<file path="src/rtl/fcmp_pkg.sv">
package fcmp_pkg;
  localparam int FIELD_W   = 4;
  localparam int FIDX_W    = 3;
  localparam int NFIELD    = 1 << FIDX_W;
  localparam int CRW       = FIELD_W * NFIELD;
  localparam int XO_W      = 10;
  localparam int FPCC_LSB  = 11;
  localparam int FPCC_CLR  = 5;

  localparam logic [XO_W-1:0] XO_CMP_UNORD = 10'd0;
  localparam logic [XO_W-1:0] XO_CMP_ORD   = 10'd32;

  localparam logic [FIELD_W-1:0] CC_LT = 4'b1000;
  localparam logic [FIELD_W-1:0] CC_GT = 4'b0100;
  localparam logic [FIELD_W-1:0] CC_EQ = 4'b0010;
  localparam logic [FIELD_W-1:0] CC_UN = 4'b0001;

  // Mask selecting field idx, field 0 being the most significant nibble.
  function automatic logic [CRW-1:0] field_mask(input logic [FIDX_W-1:0] idx);
    logic [CRW-1:0] top;
    top = {{FIELD_W{1'b1}}, {(CRW-FIELD_W){1'b0}}};
    return top >> (FIELD_W * int'(idx));
  endfunction

  function automatic logic [CRW-1:0] put_field(input logic [CRW-1:0] word,
                                               input logic [FIDX_W-1:0] idx,
                                               input logic [FIELD_W-1:0] nib);
    logic [CRW-1:0] placed;
    placed = {nib, {(CRW-FIELD_W){1'b0}}} >> (FIELD_W * int'(idx));
    return (word & ~field_mask(idx)) | placed;
  endfunction

  function automatic logic [CRW-1:0] put_fpcc(input logic [CRW-1:0] sw,
                                              input logic [FIELD_W-1:0] nib);
    logic [CRW-1:0] clr;
    clr = {{(CRW-FPCC_CLR){1'b0}}, {FPCC_CLR{1'b1}}} << FPCC_LSB;
    return (sw & ~clr) | ({{(CRW-FIELD_W){1'b0}}, nib} << FPCC_LSB);
  endfunction
endpackage

</file>
<file path="src/rtl/fcmp_decode.sv">
module fcmp_decode
  import fcmp_pkg::*;
(
  input  logic [31:0]       instr,
  output logic [FIDX_W-1:0] field_idx,
  output logic              bad_field,
  output logic              bad_xo,
  output logic              ordered
);
  logic [4:0]      tgt;
  logic [XO_W-1:0] xo;
  logic            unused_bits;

  assign tgt         = instr[25:21];
  assign xo          = instr[10:1];
  assign unused_bits = ^{instr[31:26], instr[20:11], instr[0]};

  assign field_idx = tgt[4:2];
  assign bad_field = |tgt[1:0];
  assign ordered   = (xo == XO_CMP_ORD);
  assign bad_xo    = !(xo == XO_CMP_UNORD || ordered);

  always_comb begin
    if (!bad_xo) begin
      AST_LEGAL_XO: assert (xo[9:6] == 4'd0 && xo[4:0] == 5'd0) else $error("xo decode");
    end
  end
endmodule

</file>
<file path="src/rtl/fcmp_core.sv">
module fcmp_core
  import fcmp_pkg::*;
#(
  parameter int EXP_W = 11,
  parameter int MAN_W = 52
) (
  input  logic [EXP_W+MAN_W:0]  op_a,
  input  logic [EXP_W+MAN_W:0]  op_b,
  output logic [FIELD_W-1:0]    nibble,
  output logic                  special
);
  localparam int OP_W  = 1 + EXP_W + MAN_W;
  localparam int MAG_W = OP_W - 1;

  logic [OP_W-1:0] ops [2];
  logic [1:0]      is_spec;
  logic [1:0]      is_zero;
  logic [1:0]      sgn;
  logic [MAG_W-1:0] mag [2];

  assign ops[0] = op_a;
  assign ops[1] = op_b;

  for (genvar g = 0; g < 2; g++) begin : g_cls
    assign sgn[g]     = ops[g][OP_W-1];
    assign mag[g]     = ops[g][MAG_W-1:0];
    assign is_spec[g] = &ops[g][MAG_W-1 -: EXP_W];
    assign is_zero[g] = ~|mag[g];
  end

  // Sign-magnitude ordering of two ordinary operands.
  function automatic logic [FIELD_W-1:0] order_cc(input logic sa, input logic sb,
                                                  input logic [MAG_W-1:0] ma,
                                                  input logic [MAG_W-1:0] mb,
                                                  input logic both_zero);
    if (both_zero)      return CC_EQ;
    if (sa != sb)       return sa ? CC_LT : CC_GT;
    if (ma == mb)       return CC_EQ;
    return ((ma > mb) ^ sa) ? CC_GT : CC_LT;
  endfunction

  assign special = |is_spec;
  assign nibble  = special ? CC_UN
                 : order_cc(sgn[0], sgn[1], mag[0], mag[1], &is_zero);

  always_comb begin
    AST_ONEHOT_CC: assert ($countones(nibble) == 1) else $error("cc not one-hot");
    if (special) begin
      AST_SPECIAL_UN: assert (nibble == CC_UN) else $error("special not unordered");
    end
    if (!special && is_zero[0] && is_zero[1]) begin
      AST_ZERO_EQ: assert (nibble == CC_EQ) else $error("zeros unequal");
    end
    if (!special && sgn[0] && !sgn[1] && !(is_zero[0] && is_zero[1])) begin
      AST_NEG_BELOW_POS: assert (nibble == CC_LT) else $error("sign order");
    end
  end
endmodule

</file>
<file path="src/rtl/fcmp_merge.sv">
module fcmp_merge
  import fcmp_pkg::*;
(
  input  logic [CRW-1:0]     cr_in,
  input  logic [CRW-1:0]     fpsw_in,
  input  logic [FIDX_W-1:0]  field_idx,
  input  logic [FIELD_W-1:0] nibble,
  input  logic               write_en,
  output logic [CRW-1:0]     cr_nxt,
  output logic [CRW-1:0]     fpsw_nxt
);
  logic [CRW-1:0] cr_ins;
  logic [CRW-1:0] sw_ins;

  assign cr_ins   = put_field(cr_in, field_idx, nibble);
  assign sw_ins   = put_fpcc(fpsw_in, nibble);
  assign cr_nxt   = write_en ? cr_ins : cr_in;
  assign fpsw_nxt = write_en ? sw_ins : fpsw_in;

  always_comb begin
    AST_OTHER_FIELDS_KEPT: assert (((cr_nxt ^ cr_in) & ~field_mask(field_idx)) == '0)
      else $error("foreign CR field touched");
    AST_SW_HIGH_KEPT: assert (fpsw_nxt[CRW-1:16] == fpsw_in[CRW-1:16] && fpsw_nxt[10:0] == fpsw_in[10:0])
      else $error("status bits outside cc touched");
  end
endmodule

</file>
<file path="src/rtl/fcmp_unit.sv">
module fcmp_unit
  import fcmp_pkg::*;
#(
  parameter int EXP_W = 11,
  parameter int MAN_W = 52
) (
  input  logic                   clk,
  input  logic                   rst_n,
  input  logic                   start,
  input  logic [EXP_W+MAN_W:0]   op_a,
  input  logic [EXP_W+MAN_W:0]   op_b,
  input  logic [31:0]            instr,
  input  logic [31:0]            cr_in,
  input  logic [31:0]            fpsw_in,
  output logic [31:0]            cr_out,
  output logic [31:0]            fpsw_out,
  output logic                   done,
  output logic                   illegal
);
  logic [FIDX_W-1:0]  field_idx;
  logic               bad_field, bad_xo, ordered, reject;
  logic [FIELD_W-1:0] nibble;
  logic               special;
  logic [CRW-1:0]     cr_nxt, fpsw_nxt;
  logic               unused_ord;

  fcmp_decode u_dec (
    .instr(instr), .field_idx(field_idx), .bad_field(bad_field),
    .bad_xo(bad_xo), .ordered(ordered)
  );

  fcmp_core #(.EXP_W(EXP_W), .MAN_W(MAN_W)) u_core (
    .op_a(op_a), .op_b(op_b), .nibble(nibble), .special(special)
  );

  // Both compare forms behave alike; no trap is raised for the ordered one.
  assign unused_ord = ordered ^ special;
  assign reject     = bad_field | bad_xo;

  fcmp_merge u_mrg (
    .cr_in(cr_in), .fpsw_in(fpsw_in), .field_idx(field_idx), .nibble(nibble),
    .write_en(!reject), .cr_nxt(cr_nxt), .fpsw_nxt(fpsw_nxt)
  );

  always_ff @(posedge clk) begin
    if (!rst_n) begin
      cr_out   <= '0;
      fpsw_out <= '0;
      done     <= 1'b0;
      illegal  <= 1'b0;
    end else begin
      done    <= start;
      illegal <= start & reject;
      if (start) begin
        cr_out   <= cr_nxt;
        fpsw_out <= fpsw_nxt;
      end
    end
  end

  AST_DONE_AFTER_START: assert property (@(posedge clk) disable iff (!rst_n)
    start |=> done) else $error("done missing");
  AST_DONE_ONLY_AFTER_START: assert property (@(posedge clk) disable iff (!rst_n)
    !start |=> !done && !illegal) else $error("stray done");
  AST_HOLD_IDLE: assert property (@(posedge clk) disable iff (!rst_n)
    !start |=> $stable(cr_out) && $stable(fpsw_out)) else $error("outputs moved");
  AST_ILLEGAL_PASSTHRU: assert property (@(posedge clk) disable iff (!rst_n)
    start && reject |=> illegal && cr_out == $past(cr_in) && fpsw_out == $past(fpsw_in))
    else $error("illegal wrote");
  AST_FPCC_BIT15_CLEAR: assert property (@(posedge clk) disable iff (!rst_n)
    start && !reject |=> !fpsw_out[15] && !illegal) else $error("bit 15 set");
endmodule

</file>
<file path="config.mk">
export PLATFORM = sky130hd
export DESIGN_NAME = fcmp_unit
export DESIGN_NICKNAME = d
export VERILOG_FILES = /design/src/rtl/fcmp_pkg.sv /design/src/rtl/fcmp_decode.sv /design/src/rtl/fcmp_core.sv /design/src/rtl/fcmp_merge.sv /design/src/rtl/fcmp_unit.sv
export SDC_FILE = /design/constraint.sdc
export NUM_CORES = 1
export LEC_CHECK = 0
export BUFFER_PORTS_ARGS = -buffer_cell sky130_fd_sc_hd__buf_2
export CORE_AREA = 2 2 114 116
export CTS_CLUSTER_DIAMETER = 50
export CTS_CLUSTER_SIZE = 12
export DETAILED_ROUTE_END_ITERATION = 7
export DIE_AREA = 0 0 116 118
export GPL_ROUTABILITY_DRIVEN = 0
export PLACE_DENSITY = 0.78
export RECOVER_POWER = 100
export SLEW_MARGIN = 20
export SYNTH_ARGS = -nofsm -noshare
export SYNTH_HDL_FRONTEND = slang
export SYNTH_HIERARCHICAL = 1
export SYNTH_SLANG_ARGS = --single-unit
export TNS_END_PERCENT = 1
</file>
<file path="constraint.sdc">
create_clock -name clk -period 3.3 [get_ports clk]
set_input_delay 0.33 -clock clk [delete_from_list [all_inputs] [get_ports clk]]
set_output_delay 0.33 -clock clk [all_outputs]
set_load 0.03 [all_outputs]
</file>
==> results.tsv <==
stage	metric	value	unit
placement	Post-DP HPWL	13200	um
timing	Fmax achieved	346	MHz
clock_network	cts bufs inserted	9	
setup_path	crit path buf inv count	3	
timing	setup tns final	0	ps
global_route	initial antenna violation count	0	
detailed_routing	1st-iter DRT viols	249	
detailed_routing	# DRC	0	
timing	Worst-Margin Slew	2110	ps
detailed_routing	post-route ant nets	0	
power_and_ir_drop	pwr/cell area	375	nW/um^2
timing	Max Slew Vio Count	66	
timing	Hold Fails Final Rpt	0	
placement	Port Buffer Count	274	
timing	RSZ-0062 raised after global routing	no	
setup_path	Cell Chain, Critical Path	clkbuf_1, inv_1, ha_1, nand4_1, nor2_1, a221oi_1, o211ai_1, a211oi_1, nand4b_1, a31oi_1, buf_4, mux2_2, mux2i_1, nor2b_1	
die	core area	12400	um^2
setup_path	critical path capture point type	flop	
detailed_routing	First-pass DRT Iterations	5	
clock_network	Setup Buffers After CTS	0	
detailed_routing	Routed Wire Length	16000	um
setup_path	worst-path maximum fanout	7	
clock_network	# hold bufs at CTS	0	
timing	slew margin rel.	-40.9	%
die	die width	116	um
die	number of placed I/O pins	293	
run_status	status	complete, but fails checks	
setup_path	Worst setup SP type	input pin	
finish	most common cell after layout, fill and taps aside	buf_2	
detailed_routing	vias per inst	5.12	
synthesis	syn nets	875	
setup_path	critical path arrival	3130	ps
detailed_routing	Avg WL per Cell	15.9	um
setup_path	Largest delay share family, worst path	compound AO/OA/AOI/OAI gates	
die	Cell Rows	41	
finish	share of cells above drive strength 1	32.3	%
finish	Syn-to-layout area delta	27.7	%
placement	Cells after DPL	991	
synthesis	synthesized area per cell	9.09	um^2
timing	Final Cycle Share	87.6	%
global_route	Tot GR Track Use	22.7	%
timing	Final Skew	0	ps
clock_network	clk sinks	66	
clock_network	htree depth	3	
power_and_ir_drop	Lkg Pwr	0.00339	uW
synthesis	Mapped Cells	585	
clock_network	CTS tree	yes	
die	chip height	118	um
setup_path	WP data required	3540	ps
global_route	first-pass GRT wire length	24700	um
clock_network	cts repair resizes	0	
global_route	number of global-route vias before repair	5204	
setup_path	Max stage delay on crit path	480	ps
timing	min Tclk post-route	2890	ps
power_and_ir_drop	Max rail drop VDD	0.000312	V
die	initial cell density of the core	42.8	%
detailed_routing	vias	5159	
setup_path	Setup CP Type	in -> reg	
run_status	violated checks	capacitance limit, slew limit	
power_and_ir_drop	Tot Pwr	2540	uW
hold_path	hold crit path type	in -> reg	
finish	non-filler cells in the finished layout	1007	
global_route	total gr overflow	0	
global_route	pin count of the biggest net entering global routing	66	
setup_path	slowest cell on the critical path	a211oi_1	
finish	most frequent cells in the layout	205 x buf_2, 71 x clkbuf_1, 68 x inv_1	
clock_network	CTS Buffer Depth	2	
die	total die area	13700	um^2
setup_path	flop-to-flop setup slack	2600	ps
synthesis	Synth Cell Area	5320	um^2
clock_network	Root Driver	clkbuf_16	
clock_network	Worst-path clk slew	60	ps
synthesis	yosys warns	6	
finish	Layout Nets	1120	
finish	Antenna Cells	0	
timing	final setup fails	0	
clock_network	clk_lat worst skew	310	ps
flow_run	max_cap viols	1	
## power breakdown
group	total [uW]	switching, uW	internal, uW	leakage, uW
clock network	1020	355	664	0.000153
registers	869	23.5	845	0.000545
logic	655	375	281	0.00269
## metal layers
metal / track usage (%) / wire length, um / vias up / part of all wire, %
met5: 0 / 0 / - / 0
met4: 7.37 / 371 / 0 / 2.3
met3: 6.64 / 1410 / 29 / 8.8
met2: 39.1 / 7530 / 246 / 47
met1: 26.7 / 6690 / 2327 / 42
li1: - / - / 2557 / -
## worst reg2reg max path, delay by kind of cell, from the launching register on
kind,cells,cell delay [ps]
multiplexers,1,90
AND/OR/NAND/NOR,1,190
flip-flops,1,350
## registers in the layout (all words and copies together) (netlist names)
| name | count |
|---|---|
| cr_out | 32 |
| done | 1 |
| fpsw_out | 32 |
| illegal | 1 |
## final cells by class
type / instances / area, um^2
Fill cell: 1200 / 5620
Sequential cell: 66 / 1320
Timing Repair Buffer: 280 / 1320
Tap cell: 172 / 215
Clock buffer: 10 / 229
Inverter: 68 / 255
Multi-Input combinational cell: 405 / 3360
Clock inverter: 6 / 90.1
## per-stage QoR
stage | setup WS, ps | cell area (um^2) | hold slack, ps | util (%)
floorplan | 720 | 5320 | 581 | -
global placement | 269 | 6610 | 490 | 53.2
detailed placement | 226 | 6610 | 497 | 53.2
CTS | 534 | 6930 | 258 | 55.8
global route | 236 | 6790 | 273 | 54.7
finish | 408 | 6790 | 264 | 54.7
## path summary, 6_finish.rpt
path | start | endpoint | cells after the start
worst max register to register | cr_out[27]$_SDFFE_PN0P_ | cr_out[27]$_SDFFE_PN0P_ | 2
worst min register to register | cr_out[29]$_SDFFE_PN0P_ | cr_out[29]$_SDFFE_PN0P_ | 2
worst max-delay path | op_b[44] | cr_out[26]$_SDFFE_PN0P_ | 14
worst min-delay path | fpsw_in[20] | fpsw_out[20]$_SDFFE_PN0P_ | 3
(Power assumes the default switching activity.)
